==> config.mk <==
export PLATFORM = sky130hd
export DESIGN_NAME = cfg_streamer
export DESIGN_NICKNAME = d
export VERILOG_FILES = /design/src/rtl/cfg_stream_pkg.sv /design/src/rtl/cfg_clk_div.sv /design/src/rtl/cfg_edge_sync.sv /design/src/rtl/cfg_addr_ctr.sv /design/src/rtl/cfg_rom.sv /design/src/rtl/cfg_streamer.sv
export SDC_FILE = /design/constraint.sdc
export NUM_CORES = 1
export LEC_CHECK = 0
export BUFFER_PORTS_ARGS = -buffer_cell sky130_fd_sc_hd__buf_2
export CAP_MARGIN = 10
export CELL_PAD_IN_SITES_DETAIL_PLACEMENT = 1
export CELL_PAD_IN_SITES_GLOBAL_PLACEMENT = 1
export CORE_UTILIZATION = 41
export CTS_CLUSTER_DIAMETER = 150
export DETAILED_ROUTE_END_ITERATION = 10
export PLACE_DENSITY = 0.77
export SLEW_MARGIN = 10
export SYNTH_ARGS = -nofsm -noshare
export SYNTH_HDL_FRONTEND = slang
export SYNTH_HIERARCHICAL = 1
export SYNTH_SLANG_ARGS = --single-unit
==> constraint.sdc <==
create_clock -name clk_i -period 2.6 [get_ports clk_i]
set_input_delay 0.39 -clock clk_i [delete_from_list [all_inputs] [get_ports clk_i]]
set_output_delay 0.39 -clock clk_i [all_outputs]
set_load 0.005 [all_outputs]
==> src/rtl/cfg_stream_pkg.sv <==
package cfg_stream_pkg;

  typedef enum logic {
    SRC_DIVIDER = 1'b0,
    SRC_CHAIN   = 1'b1
  } clk_src_e;

  // Stored pattern: parity of (addr ^ seed) over the low 'width' bits
  function automatic logic pattern_bit(input int unsigned addr,
                                       input int unsigned seed,
                                       input int unsigned width);
    logic        p;
    int unsigned v;
    p = 1'b0;
    v = addr ^ seed;
    for (int i = 0; i < 32; i++) begin
      if (i < int'(width)) p = p ^ v[i];
    end
    return p;
  endfunction

endpackage

==> src/rtl/cfg_clk_div.sv <==
module cfg_clk_div #(
  parameter int unsigned DIV = 2
) (
  input  logic clk_i,
  input  logic rst_ni,
  input  logic run_i,
  output logic clk_o,
  output logic rise_o
);
  localparam int unsigned CNT_W = (DIV > 1) ? $clog2(DIV) : 1;
  localparam logic [CNT_W-1:0] LAST = CNT_W'(DIV - 1);

  logic [CNT_W-1:0] cnt_q;
  logic             clk_q;
  logic             wrap;

  assign wrap = (cnt_q == LAST);

  always_ff @(posedge clk_i or negedge rst_ni) begin
    if (!rst_ni) begin
      cnt_q <= '0;
      clk_q <= 1'b0;
    end else if (!run_i) begin
      // source halted: park low, restart a full half period
      cnt_q <= '0;
      clk_q <= 1'b0;
    end else if (wrap) begin
      cnt_q <= '0;
      clk_q <= ~clk_q;
    end else begin
      cnt_q <= cnt_q + 1'b1;
    end
  end

  assign clk_o  = clk_q;
  assign rise_o = run_i & wrap & ~clk_q;

endmodule

==> src/rtl/cfg_edge_sync.sv <==
module cfg_edge_sync #(
  parameter int unsigned STAGES = 2
) (
  input  logic clk_i,
  input  logic rst_ni,
  input  logic d_i,
  output logic rise_o
);
  logic [STAGES:0] sh_q;

  always_ff @(posedge clk_i or negedge rst_ni) begin
    if (!rst_ni) sh_q <= '0;
    else         sh_q <= {sh_q[STAGES-1:0], d_i};
  end

  assign rise_o = sh_q[STAGES-1] & ~sh_q[STAGES];

endmodule

==> src/rtl/cfg_addr_ctr.sv <==
module cfg_addr_ctr #(
  parameter int unsigned BITS   = 64,
  parameter int unsigned ADDR_W = $clog2(BITS + 1)
) (
  input  logic              clk_i,
  input  logic              rst_ni,
  input  logic              clr_i,
  input  logic              step_i,
  output logic [ADDR_W-1:0] addr_o,
  output logic              done_o
);
  localparam logic [ADDR_W-1:0] LAST = ADDR_W'(BITS - 1);

  logic [ADDR_W-1:0] addr_q;
  logic              done_q;

  always_ff @(posedge clk_i or negedge rst_ni) begin
    if (!rst_ni) begin
      addr_q <= '0;
      done_q <= 1'b0;
    end else if (clr_i) begin
      addr_q <= '0;
      done_q <= 1'b0;
    end else if (step_i && !done_q) begin
      addr_q <= addr_q + 1'b1;
      if (addr_q == LAST) done_q <= 1'b1;
    end
  end

  assign addr_o = addr_q;
  assign done_o = done_q;

endmodule

==> src/rtl/cfg_rom.sv <==
module cfg_rom #(
  parameter int unsigned BITS   = 64,
  parameter int unsigned ADDR_W = $clog2(BITS + 1),
  parameter int unsigned SEED   = 32'h35
) (
  input  logic [ADDR_W-1:0] addr_i,
  output logic              bit_o
);
  localparam int unsigned IDX_W = $clog2(BITS);

  logic [BITS-1:0] mem;

  for (genvar g = 0; g < BITS; g++) begin : g_bit
    assign mem[g] = cfg_stream_pkg::pattern_bit(g, SEED, ADDR_W);
  end

  assign bit_o = (addr_i < ADDR_W'(BITS)) ? mem[addr_i[IDX_W-1:0]] : 1'b0;

endmodule

==> src/rtl/cfg_streamer.sv <==
module cfg_streamer #(
  parameter int unsigned BITS        = 64,
  parameter int unsigned DIV         = 2,
  parameter int unsigned SEED        = 32'h35,
  parameter bit          DONE_HIGH   = 1'b1,
  parameter int unsigned SYNC_STAGES = 2,
  localparam int unsigned ADDR_W     = $clog2(BITS + 1)
) (
  input  logic clk_i,
  input  logic rst_ni,
  input  logic slave_i,
  input  logic oe_i,
  input  logic cs_ni,
  input  logic cclk_i,
  output logic cclk_o,
  output logic cclk_oe_o,
  output logic data_o,
  output logic data_oe_o,
  output logic done_o
);
  import cfg_stream_pkg::*;

  clk_src_e          src;
  logic              run;
  logic              gen_clk, gen_rise, ext_rise, step;
  logic              rom_bit;
  logic              done_q;
  logic [ADDR_W-1:0] addr_q;

  assign src = slave_i ? SRC_CHAIN : SRC_DIVIDER;
  assign run = oe_i & ~cs_ni & ~done_q;

  cfg_clk_div #(.DIV(DIV)) i_div (
    .clk_i  (clk_i),
    .rst_ni (rst_ni),
    .run_i  (run & (src == SRC_DIVIDER)),
    .clk_o  (gen_clk),
    .rise_o (gen_rise)
  );

  cfg_edge_sync #(.STAGES(SYNC_STAGES)) i_sync (
    .clk_i  (clk_i),
    .rst_ni (rst_ni),
    .d_i    (cclk_i),
    .rise_o (ext_rise)
  );

  assign step = run & ((src == SRC_CHAIN) ? ext_rise : gen_rise);

  cfg_addr_ctr #(.BITS(BITS), .ADDR_W(ADDR_W)) i_ctr (
    .clk_i  (clk_i),
    .rst_ni (rst_ni),
    .clr_i  (~oe_i),
    .step_i (step),
    .addr_o (addr_q),
    .done_o (done_q)
  );

  cfg_rom #(.BITS(BITS), .ADDR_W(ADDR_W), .SEED(SEED)) i_rom (
    .addr_i (addr_q),
    .bit_o  (rom_bit)
  );

  assign cclk_o    = (src == SRC_DIVIDER) & gen_clk;
  assign cclk_oe_o = (src == SRC_DIVIDER);
  assign data_o    = oe_i & (done_q ? DONE_HIGH : rom_bit);
  assign data_oe_o = oe_i & ~cs_ni & (~done_q | DONE_HIGH);
  assign done_o    = done_q;

endmodule

* After elaboration in Yosys (flattened, before gate mapping)
Memory sizes are Yosys's and may differ from the RTL's.
Index checks and enable logic that the tools add are counted.
** Storage, ports and cells
- Output and inout bits :: 5
- Memories kept :: 1
- Memory bits (read-only) :: 64
- Input bits :: 6
- Word-level logic and storage cells :: 45
- Bits in registers :: 13
** Cells by class
- Bitwise operators :: 14
- Multiplexer cells :: 14
- Magnitude comparators :: 2
- Equality and inequality tests :: 4
- $add $sub $neg :: 2
- Reduce and logical (&&, ||, !) cells :: 3
** Memory list
- (name not given) :: depth 64, bits a word 1, read ports 1, clocked after Yosys merged registers in 0, write ports 0, RTL line cfg_rom.sv:17 : assign bit_o = (addr_i < ADDR_W'(BITS)) ? mem[addr_i[IDX_W-1:0]] : 1'b0;
** Operator list (count)
- $mux W7 :: 2
- $mux W1 :: 12
- $and A1 B1 Y1 :: 9
- $add A7 B1 Y7 const B :: 1
- $eq A7 B6 Y1 const B :: 1
- $lt A6 B7 Y1 const B :: 1
- $lt A7 B7 Y1 const B :: 1
- $not A1 Y1 :: 5
- $ne A2 B1 Y1 const B :: 2
- $ne A2 B2 Y1 const B :: 1
- $reduce_and A2 Y1 :: 1
- $add A1 B1 Y1 const B :: 1
- $logic_and A1 B1 Y1 :: 1
- $logic_not A1 Y1 :: 1

* Logic depth before layout (Yosys ltp)
Gate-level depths: netlist of run 1.
- Depth in word-level cells :: 11
- Gate-level depth with buffers :: 9
- Gate-level depth less buffers :: 9

* By module
Netlist of run 1, hierarchy kept.
** Modules (own cells, without submodules)
- cfg_addr_ctr :: area each 396.6 µm², times used 1, cells each 37, sequential area each 200.2 µm²
- cfg_edge_sync :: area each 88.8 µm², times used 1, cells each 4, sequential area each 75.1 µm²
- cfg_clk_div :: area each 81.3 µm², times used 1, cells each 7, sequential area each 50.0 µm²
- cfg_rom :: area each 52.6 µm², times used 1, cells each 5, sequential area each 0.0 µm²
- cfg_streamer :: area each 51.3 µm², times used 1, cells each 10, sequential area each 0.0 µm²

* Least setup slack after synthesis of run 1
No wires, ideal clock.
- Path kind :: register to register
- Start :: register i_ctr.done_q (netlist: i_ctr/done_o)
- End :: register i_ctr.addr_q[4] (netlist: i_ctr/addr_o[4])
- Arrival time :: 1967 ps
- Setup time :: 125 ps
- Path buffers :: 0
- Required time :: 2475 ps
- Period minus slack after synthesis :: 2092 ps
- Path slack :: 508 ps
- Cell stages (with the launch flop) :: 10
- Path through :: dfrtp_1 or3b_1 nor2_1 nand2_1 nor2_1 mux2i_1 nor2_1 and2b_2 nand4_1 mux2_2
** On the way
- Word-level cells in the longest chain between the ends :: 9
- Elaborated cells on any way between the ends :: 10
- Those cells by class :: eq/ne (1); mux (1); bitwise (6); reduce/logical (2)
** RTL lines
- start: declaration :: RTL line cfg_addr_ctr.sv:15 : logic done_q;
- start signal: assignment :: RTL line cfg_addr_ctr.sv:20 : done_q <= 1'b0;
- start signal: assignment :: RTL line cfg_addr_ctr.sv:23 : done_q <= 1'b0;
- start signal: assignment :: RTL line cfg_addr_ctr.sv:26 : if (addr_q == LAST) done_q <= 1'b1;
- $not A1 Y1
- $and A1 B1 Y1 :: RTL line cfg_streamer.sv:31 : assign run = oe_i & ~cs_ni & ~done_q;
- $and A1 B1 Y1 :: RTL line cfg_streamer.sv:36 : .run_i (run & (src == SRC_DIVIDER)),
- $and A1 B1 Y1 (2 in a row) :: RTL line cfg_clk_div.sv:36 : assign rise_o = run_i & wrap & ~clk_q;
- named net gen_rise :: RTL line cfg_streamer.sv:25 : logic gen_clk, gen_rise, ext_rise, step;
- $mux W1 :: RTL line cfg_streamer.sv:48 : assign step = run & ((src == SRC_CHAIN) ? ext_rise : gen_rise);
- $and A1 B1 Y1 :: RTL line cfg_streamer.sv:48
- named net step :: RTL line cfg_streamer.sv:25
- $logic_and A1 B1 Y1 :: RTL line cfg_addr_ctr.sv:24 : end else if (step_i && !done_q) begin
- $ne A2 B1 Y1 (no line)
- end signal: assignment :: RTL line cfg_addr_ctr.sv:25 : addr_q <= addr_q + 1'b1;
- end: declaration :: RTL line cfg_addr_ctr.sv:14 : logic [ADDR_W-1:0] addr_q;
The timed path passes the listed nets, and every way through them passes these cells.
A chain may end at the register's enable or synchronous reset.

* Final worst setup path of run 1
Ends and elaborated chain as after synthesis.

==> impl_metrics.csv, run 1 <==
group,metric,value,unit
worst_setup_path,r2r-start,"i_ctr/done_o",
timing,layout_worst_path_cycle_share,90.6,%
floorplan,io-pin-count,11,
place,dpl.cell_count,88,
min_path,worstHoldPathCells,1,
worst_setup_path,cp_cell_sequence,"or3b_1 > nor2_1 > nand2_1 > nor2_1 > mux2i_1 > nor2_1 > and2b_2 > nand4_1 > mux2_2",
routing,met2WireLength,559,um
timing,fin_worst_skew,1.33,ps
place,place_congestion,0.692,
routing,antenna_left,0,
timing,relSlewSlack,74.5,%
timing,fin_setup_tns,0,ps
worst_setup_path,arrival,2540,ps
clocking,cts_inserted_buffers,3,
final_layout,drive_gt1_share,23.4,%
timing,max_freq,424,MHz
grt,gr-total-overflow,0,
clocking,cts_resized,0,
synthesis,ys_warn_count,6,
status,status,"complete, no violations",
synthesis,synth_cell_types,24,
grt,antenna_found_initial,0,
clocking,post_cts_buffers,0,
timing,setup_violations,0,
final_layout,stdcell_area,773,um^2
synthesis,postSynthAreaPerCell,10.6,um^2
min_path,hp-start,"cclk_i",
clocking,tritoncts,"built",
worst_setup_path,worstSetupStartpointType,"flop",
worst_setup_path,slowest_delay,460,ps
worst_setup_path,r2r-end,"i_ctr/addr_o[4]",
final_layout,area_growth,15.3,%
clocking,clock_latency,290,ps
final_layout,fin_cells,93,
routing,first_pass_iters,3,
timing,tightest_slew,382,ps
routing,met1_length,649,um
min_path,min_to,"i_sync/sh_q[0]",
power,finalPower,366,uW
place,dp_hpwl,939,um
grt,grt_util_all_layers,17.9,%
worst_setup_path,cpMaxStageDelayCell,"dfrtp_1",
clocking,cts-hold-fix-buffers,1,
run,maxCapViolCount,0,
final_layout,nNetsFinal,85,
place,io_buffers,10,
place,postPlaceCellArea,737,um^2
worst_setup_path,required,2780,ps
worst_setup_path,rr_worst_depth,9,
timing,drv_slew,0,
routing,wirelength,1.30,mm
power,p_leak,0.421,nW
routing,vias,487,
synthesis,synth_area,671,um^2
synthesis,synth-seq-cells,13,
timing,fin_crit,2360,ps
final_layout,insertedDiodeCount,0,
floorplan,core,1520,um^2
worst_setup_path,cpMostUsedCell,"nor2_1",
routing,drc,0,
floorplan,row_count,14,
grt,grt_pass1_vias,499,
clocking,ctsHtreeMaxLevel,1,
floorplan,start_util,44.0,%
synthesis,synth_nets,70,
floorplan,die_h,42.4,um
grt,grt_max_degree,14,
clocking,cts.clk_slew.worst_paths,80,ps
power,peakVddDrop,0.287,mV
worst_setup_path,ff2ff_setup_slack,240,ps
power,p_per_area,473,nW/um^2
clocking,cts_sinks,13,
floorplan,die_w,42.4,um
worst_setup_path,cp_max_fo,8,
routing,viasPerCell,5.24,
clocking,cts_buffer_depth,2,
routing,topRoutingLayerUsed,"met4",
routing,dr_wl_met3,51,um
clocking,clockRootBuffer,"clkbuf_4",
synthesis,syn_inst,63,
timing,hold_viol,0,
timing,rsz0062_at_grt,"false",
timing,fin_worst_hold_slack,201,ps
synthesis,yosysSeqAreaShare,48.5,%
routing,drt-initial-drc-count,3,
worst_setup_path,crit_type,"reg -> reg",
worst_setup_path,cp-end-kind,"flop",
floorplan,dieArea,1800,um^2
grt,grt_pass1_wl,2.26,mm
min_path,min_path_type,"in -> reg",
routing,wl_per_cell,14.0,um
## cells in the final DEF, fill, tap and decap left out, types with 2 or more instances in the layout
| master | count |
|---|---|
| inv_1 | 3 |
| or3_1 | 3 |
| nor2b_1 | 2 |
| nand3_1 | 2 |
| xor2_1 | 3 |
| o21ai_0 | 3 |
| and2b_2 | 2 |
| buf_2 | 10 |
| dfrtp_1 | 13 |
| a21oi_1 | 4 |
| mux2i_1 | 2 |
| clkbuf_4 | 3 |
| nor2_1 | 11 |
| xnor2_1 | 3 |
## worst max-delay path, delay by kind of cell (launching register included)
family | cells | cell delay, ps
DFF | 1 | 460
muxes | 2 | 370
and+or+nand+nor | 7 | 1410
## layout make-up
class                           count  area (um^2)
Fill cell                         179          751
Clock buffer                        4         26.3
Tap cell                           16         20.0
Timing Repair Buffer               11         60.1
Multi-Input combinational cell     46          330
Sequential cell                    13          325
Inverter                            3         11.3
## cell usage after synthesis
cell	instances	area [um^2]
mux2_2	1	11.3
mux2i_1	2	20.0
dfrtp_1	13	325
or3b_1	1	8.76
buf_1	1	3.75
nand3_1	2	10.0
nor2b_1	2	12.5
ha_1	1	12.5
and2b_2	2	17.5
xnor2_1	3	26.3
o21ai_0	3	15.0
nor2_1	11	41.3
and2_1	1	6.26
or3_1	3	18.8
nor2b_4	1	13.8
nand2b_1	1	6.26
nand3b_1	1	7.51
xor2_1	3	26.3
nand4b_4	1	23.8
a21oi_1	4	20.0
inv_1	3	11.3
nand2_1	1	3.75
nand4_1	1	6.26
xnor3_1	1	22.5
## report_power, final
group	total [mW]	internal (mW)	switching, mW
Sequential	0.208	0.206	0.00250
Combinational	0.0240	0.0110	0.0130
Clock	0.134	0.0598	0.0741
Total	0.366	0.276	0.0896
## layer usage
metal | global-route usage (%) | vias to the layer above
li1 | - | 240
met1 | 23.5 | 229
met2 | 24.6 | 13
met3 | 3.88 | 5
met4 | 15.0 | 0
met5 | 0 | -
## cell families (layout without fill, tap and decap cells)
| kind of cell | after synthesis | count (layout) | share of synthesized area, % |
|---|---|---|---|
| AOI/OAI and AO/OA | 7 | 7 | 5.22 |
| xor gates and xnor gates | 7 | 7 | 11.2 |
| adders and majority gates | 1 | 1 | 1.87 |
| buffers and inverters | 4 | 18 | 2.24 |
| DFF | 13 | 13 | 48.5 |
| muxes | 3 | 3 | 4.66 |
| and+or+nand+nor | 28 | 28 | 26.3 |
## registers in the layout, indices dropped and copies added (netlist names)
signal / flops
i_ctr/addr_o: 7
i_div/clk_o: 1
i_sync/sh_q: 3
i_div/cnt_q: 1
i_ctr/done_o: 1
## stage by stage
| stage | util [%] | setup WS, ps |
|---|---|---|
| after global routing | 50.7 | 18.2 |
| after floorplan | - | 508 |
| after CTS | 50.7 | 217 |
| after detailed placement | 48.4 | 232 |
| after global placement | 48.4 | 258 |
| final | 50.7 | 244 |
## worst max-delay path by stage
stage,cells past startpoint,start,end
2_1_floorplan,9,i_ctr/done_o,i_ctr/addr_o[4]
4_1_cts,9,i_ctr/done_o,i_ctr/done_o
3_3_place_gp,9,i_ctr/done_o,i_ctr/addr_o[6]
5_1_grt,9,i_ctr/done_o,i_ctr/addr_o[6]
6_report,9,i_ctr/done_o,i_ctr/addr_o[4]
3_5_place_dp,10,cs_ni,i_ctr/done_o
Note: power is estimated with default switching activity, not from simulation.
==> inputs of run 2 (changes only) <==
==> constraint.sdc (replaced) <==
create_clock -name clk_i -period 2.6 [get_ports clk_i]
set_input_delay 0.65 -clock clk_i [delete_from_list [all_inputs] [get_ports clk_i]]
set_output_delay 0.65 -clock clk_i [all_outputs]
set_load 0.005 [all_outputs]
==> impl_metrics.csv, run 2 (synthesized netlist as in run 1, its figures left out) <==
group,metric,value,unit
status,status,"complete, no violations",
timing,relSlewSlack,77.3,%
floorplan,row_count,14,
worst_setup_path,required,1950,ps
routing,wirelength,1.25,mm
timing,setup_violations,0,
power,pwr-share-comb,6.7,%
floorplan,die_h,42.4,um
timing,layout_worst_path_cycle_share,88.1,%
final_layout,area_growth,16.0,%
grt,grt_max_degree,14,
power,seqPwrFrac,58.7,%
timing,fin_setup_tns,0,ps
place,io_buffers,10,
routing,drc,0,
worst_setup_path,cp_cell_sequence,"xor2_1 > xnor3_1 > nor2_1 > nor2_1 > nor2_1 > buf_2",
final_layout,final_cell_mix,"dfrtp_1 (13), nor2_1 (11), buf_2 (10), a21oi_1 (4)",
final_layout,fin_cells,94,
clocking,cts_sinks,13,
worst_setup_path,cp_max_fo,4,
run,maxCapViolCount,0,
timing,fin_crit,2290,ps
clocking,cts-hold-fix-buffers,0,
routing,antenna_left,0,
final_layout,fillerInstances,173,
routing,wl_per_cell,13.2,um
power,p_per_area,455,nW/um^2
clocking,tritoncts,"built",
power,p_sw_share,22.2,%
final_layout,mostFrequentLayoutCell,"dfrtp_1",
worst_setup_path,cpMostUsedCell,"nor2_1",
place,place_congestion,0.723,
power,switchingPower,78.6,uW
power,clkPwrFrac,34.6,%
grt,grt_util_all_layers,16.5,%
worst_setup_path,crit_family,"XOR/XNOR gates",
min_path,min_path_type,"in -> async",
clocking,cts.clk_slew.worst_paths,80,ps
power,internal_power,276,uW
worst_setup_path,cpMaxStageDelayCell,"dfrtp_1",
power,p_leak,0.428,nW
grt,antenna_found_initial,0,
routing,viasPerCell,5.13,
worst_setup_path,worstSetupStartpointType,"flop",
floorplan,io-pin-count,11,
final_layout,largest_reg_flops,7,
power,peakVddDrop,0.311,mV
clocking,cts_resized,0,
timing,tightest_slew,340,ps
worst_setup_path,cp.depth,6,
worst_setup_path,slowest_delay,440,ps
grt,grt_pass1_vias,500,
timing,drv_slew,0,
place,dpl.cell_count,90,
worst_setup_path,arrival,1640,ps
worst_setup_path,rr_worst_depth,10,
clocking,clockRootBuffer,"clkbuf_4",
final_layout,drive_gt1_share,25.6,%
clocking,clock_latency,280,ps
clocking,cts_buffer_depth,2,
routing,first_pass_iters,2,
clocking,cts_inserted_buffers,3,
floorplan,dieArea,1800,um^2
timing,fin_worst_skew,5.32,ps
clocking,post_cts_buffers,0,
worst_setup_path,cp-end-kind,"output pin",
worst_setup_path,crit_buf_inv,1,
clocking,ctsHtreeMaxLevel,1,
grt,gr-total-overflow,0,
floorplan,die_w,42.4,um
final_layout,insertedDiodeCount,0,
timing,max_freq,437,MHz
timing,hold_viol,0,
floorplan,core,1520,um^2
floorplan,start_util,44.0,%
routing,vias,482,
timing,rsz0062_at_grt,"false",
final_layout,nNetsFinal,86,
worst_setup_path,crit_type,"reg -> out",
grt,grt_pass1_wl,2.19,mm
routing,drt-initial-drc-count,5,
place,dp_hpwl,952,um
## run 2: cell count changes in the layout (fill, tap and decap cells not counted)
| cell | change |
|---|---|
| dlygate4sd3_1 | -1 |
| buf_4 | +2 |
## run 2: power groups by stage
stage	sequential, mW	combinational [mW]	clock, mW
global route	0.208	0.0276	0.134
global placement	0.212	0.0237	0
floorplan	0.212	0.0116	0
detailed placement	0.212	0.0243	0
CTS	0.208	0.0244	0.127
finish	0.208	0.0237	0.123
## run 2: path summary, 6_finish.rpt
kind                                      start              end  slack (ps)
max in group asynchronous                rst_ni     i_ctr/done_o        2130
worst max register to register     i_ctr/done_o  i_ctr/addr_o[6]         350
worst max-delay path            i_ctr/addr_o[0]           data_o         310
worst min-delay path                     rst_ni   i_sync/sh_q[2]         240
min in group clk_i               i_sync/sh_q[0]   i_sync/sh_q[1]         350
worst min register to register   i_sync/sh_q[0]   i_sync/sh_q[1]         350
## run 2: layout make-up
class / instances / area (um^2) / area share [%]
multi-input combinational: 46 / 330 / 42.4
sequential: 13 / 325 / 41.8
timing repair buffer: 12 / 65.1 / 8.36
clock buffer: 4 / 26.3 / 3.38
tap: 16 / 20.0 / 2.57
inverter: 3 / 11.3 / 1.45
## run 2: metal layers
layer	wire length (um)	GRT usage (%)	share of wire [%]
met2	607	27.4	49
met3	65	6.47	5.2
met5	0	0	0
met1	566	20.2	45
met4	6	3.75	0.48
## run 2: worst register-to-register path, stage by stage (launching register included)
cell and delay, ps:
dfrtp_1 450, or3b_1 430, nor2_1 150, nand2_1 70
nor2_1 120, mux2i_1 90, nor2_1 100, buf_4 150
nand4b_4 100, or3_1 380, a21oi_1 150
## run 2: metrics by stage
step	cell area (um^2)	util [%]	total power, mW	worst slack, ps	hold WS, ps
after floorplan	671	-	0.223	315	331
after global placement	752	49.3	0.236	152	335
after detailed placement	752	49.3	0.236	80.3	339
after CTS	778	51.1	0.359	293	250
after global routing	778	51.1	0.370	142	260
final	778	51.1	0.354	310	241
==> inputs of run 3 (changes only) <==
--- a/config.mk
+++ b/config.mk
@@ -9,10 +9,10 @@
 export CAP_MARGIN = 10
 export CELL_PAD_IN_SITES_DETAIL_PLACEMENT = 1
 export CELL_PAD_IN_SITES_GLOBAL_PLACEMENT = 1
-export CORE_UTILIZATION = 41
+export CORE_UTILIZATION = 30
 export CTS_CLUSTER_DIAMETER = 150
 export DETAILED_ROUTE_END_ITERATION = 10
-export PLACE_DENSITY = 0.77
+export PLACE_DENSITY = 0.6
 export SLEW_MARGIN = 10
 export SYNTH_ARGS = -nofsm -noshare
 export SYNTH_HDL_FRONTEND = slang
==> impl_metrics.csv, run 3 (synthesized netlist as in run 1, its figures left out) <==
group,metric,value,unit
clocking,cts_buffer_depth,2,
worst_setup_path,critPathLaunch,"i_ctr/addr_o[0]",
final_layout,fillerInstances,242,
clocking,cts.clk_slew.worst_paths,90,ps
final_layout,seq_area,325,um^2
timing,rsz0062_at_grt,"false",
place,postPlaceCellArea,766,um^2
clocking,post_cts_buffers,0,
timing,relSlewSlack,76.3,%
routing,wirelength,1.28,mm
final_layout,nNetsFinal,86,
grt,grt_pass1_wl,2.22,mm
clocking,cts-hold-fix-buffers,0,
timing,hold_viol,0,
final_layout,multiInputGateArea,330,um^2
worst_setup_path,crit_buf_inv,1,
final_layout,area_growth,18.3,%
floorplan,start_util,33.2,%
worst_setup_path,arrival,1610,ps
power,p_leak,0.431,nW
worst_setup_path,cp-end-kind,"output pin",
final_layout,mostFrequentLayoutCell,"dfrtp_1",
timing,fin_setup_tns,0,ps
worst_setup_path,required,1950,ps
grt,grt_max_degree,14,
power,peakVddDrop,0.216,mV
clocking,cts_sinks,13,
floorplan,row_count,16,
routing,antenna_left,0,
power,p_per_area,453,nW/um^2
status,status,"complete, no violations",
clocking,clock_latency,280,ps
floorplan,die_h,49.3,um
routing,wl_per_cell,12.2,um
worst_setup_path,cpMaxStageDelayCell,"dfrtp_1",
run,maxCapViolCount,0,
worst_setup_path,crit_family,"XOR/XNOR gates",
timing,layout_worst_path_cycle_share,87.0,%
timing,drv_slew,0,
worst_setup_path,worstSetupStartpointType,"flop",
place,place_congestion,0.758,
timing,tightest_slew,355,ps
place,io_buffers,10,
final_layout,insertedDiodeCount,0,
clocking,ctsHtreeMaxLevel,1,
routing,vias,484,
worst_setup_path,cp_max_fo,4,
worst_setup_path,cpMostUsedCell,"nor2_1",
grt,antenna_found_initial,0,
final_layout,largest_reg_flops,7,
routing,viasPerCell,4.61,
final_layout,stdcell_area,793,um^2
floorplan,dieArea,2430,um^2
floorplan,core,2020,um^2
clocking,cts_resized,0,
grt,grt_pass1_vias,490,
grt,grt_util_all_layers,12.5,%
worst_setup_path,crit_type,"reg -> out",
timing,fin_worst_skew,7.05,ps
power,finalPower,359,uW
routing,drt-initial-drc-count,4,
worst_setup_path,slowest_delay,440,ps
timing,fin_crit,2260,ps
routing,first_pass_iters,4,
final_layout,final_cell_mix,"dfrtp_1 (13), nor2_1 (11), buf_2 (10), a21oi_1 (4)",
routing,drc,0,
place,dp_hpwl,974,um
clocking,tritoncts,"built",
timing,max_freq,442,MHz
clocking,clockRootBuffer,"clkbuf_4",
floorplan,die_w,49.3,um
worst_setup_path,cp_cell_sequence,"xor2_1 > xnor3_1 > nor2_1 > nor2_1 > nor2_1 > buf_2",
min_path,min_path_type,"in -> async",
final_layout,drive_gt1_share,26.9,%
worst_setup_path,r2r-start,"i_ctr/done_o",
grt,gr-total-overflow,0,
clocking,cts_inserted_buffers,3,
timing,setup_violations,0,
floorplan,io-pin-count,11,
## run 3: cell types whose count changed in the layout (fill, tap and decap cells not counted)
cell	delta
clkbuf_1	-1
clkinv_2	+1
## run 3: routing by layer
| metal | vias up | part of all wire [%] | GRT usage [%] |
|---|---|---|---|
| li1 | 238 | - | - |
| met1 | 234 | 50 | 17.0 |
| met2 | 10 | 46 | 17.8 |
| met3 | 2 | 3.1 | 2.80 |
| met4 | 0 | 1.1 | 7.35 |
| met5 | - | 0 | 0 |
## run 3: report_power, final
part	switching, mW	internal (mW)	total, mW	leakage [nW]
combinational	0.0130	0.0107	0.0237	0.239
sequential	0.00242	0.206	0.208	0.174
clock	0.0708	0.0570	0.128	0.0177
## run 3: path summary, 6_finish.rpt
| kind | depth (start not counted) | slack, ps | end |
|---|---|---|---|
| hold / removal | 1 | 240 | i_ctr/done_o |
| min in group clk_i | 0 | 350 | i_sync/sh_q[1] |
| setup / recovery | 6 | 340 | data_o |
| max in group asynchronous | 1 | 2120 | i_ctr/addr_o[1] |
| setup reg to reg | 10 | 360 | i_ctr/addr_o[6] |
| hold reg to reg | 0 | 350 | i_sync/sh_q[1] |
## run 3: through the flow
stage | hold WS (ps) | instances | util (%) | worst slack [ps]
after floorplan | 331 | 63 | - | 315
after global placement | 332 | 101 | 37.9 | 157
after detailed placement | 336 | 101 | 37.9 | 89.4
after CTS | 247 | 105 | 39.2 | 296
after global routing | 250 | 105 | 39.2 | 124
final | 242 | 105 | 39.2 | 339
## run 3: final cells by class
cell class	count	area share, %
inverter	3	1.42
timing repair buffer	12	8.20
tap	27	4.26
clock buffer	3	2.84
clock inverter	1	0.631
multi-input combinational	46	41.6
sequential	13	41.0
## run 3: worst register-to-register path, cell delays in order, from the launching register on
cell and delay (ps):
dfrtp_1 460, or3b_1 430, nor2_1 160, nand2_1 70
nor2_1 80, mux2i_1 70, nor2_1 90, buf_4 150
nand4b_4 100, or3_1 400, a21oi_1 160
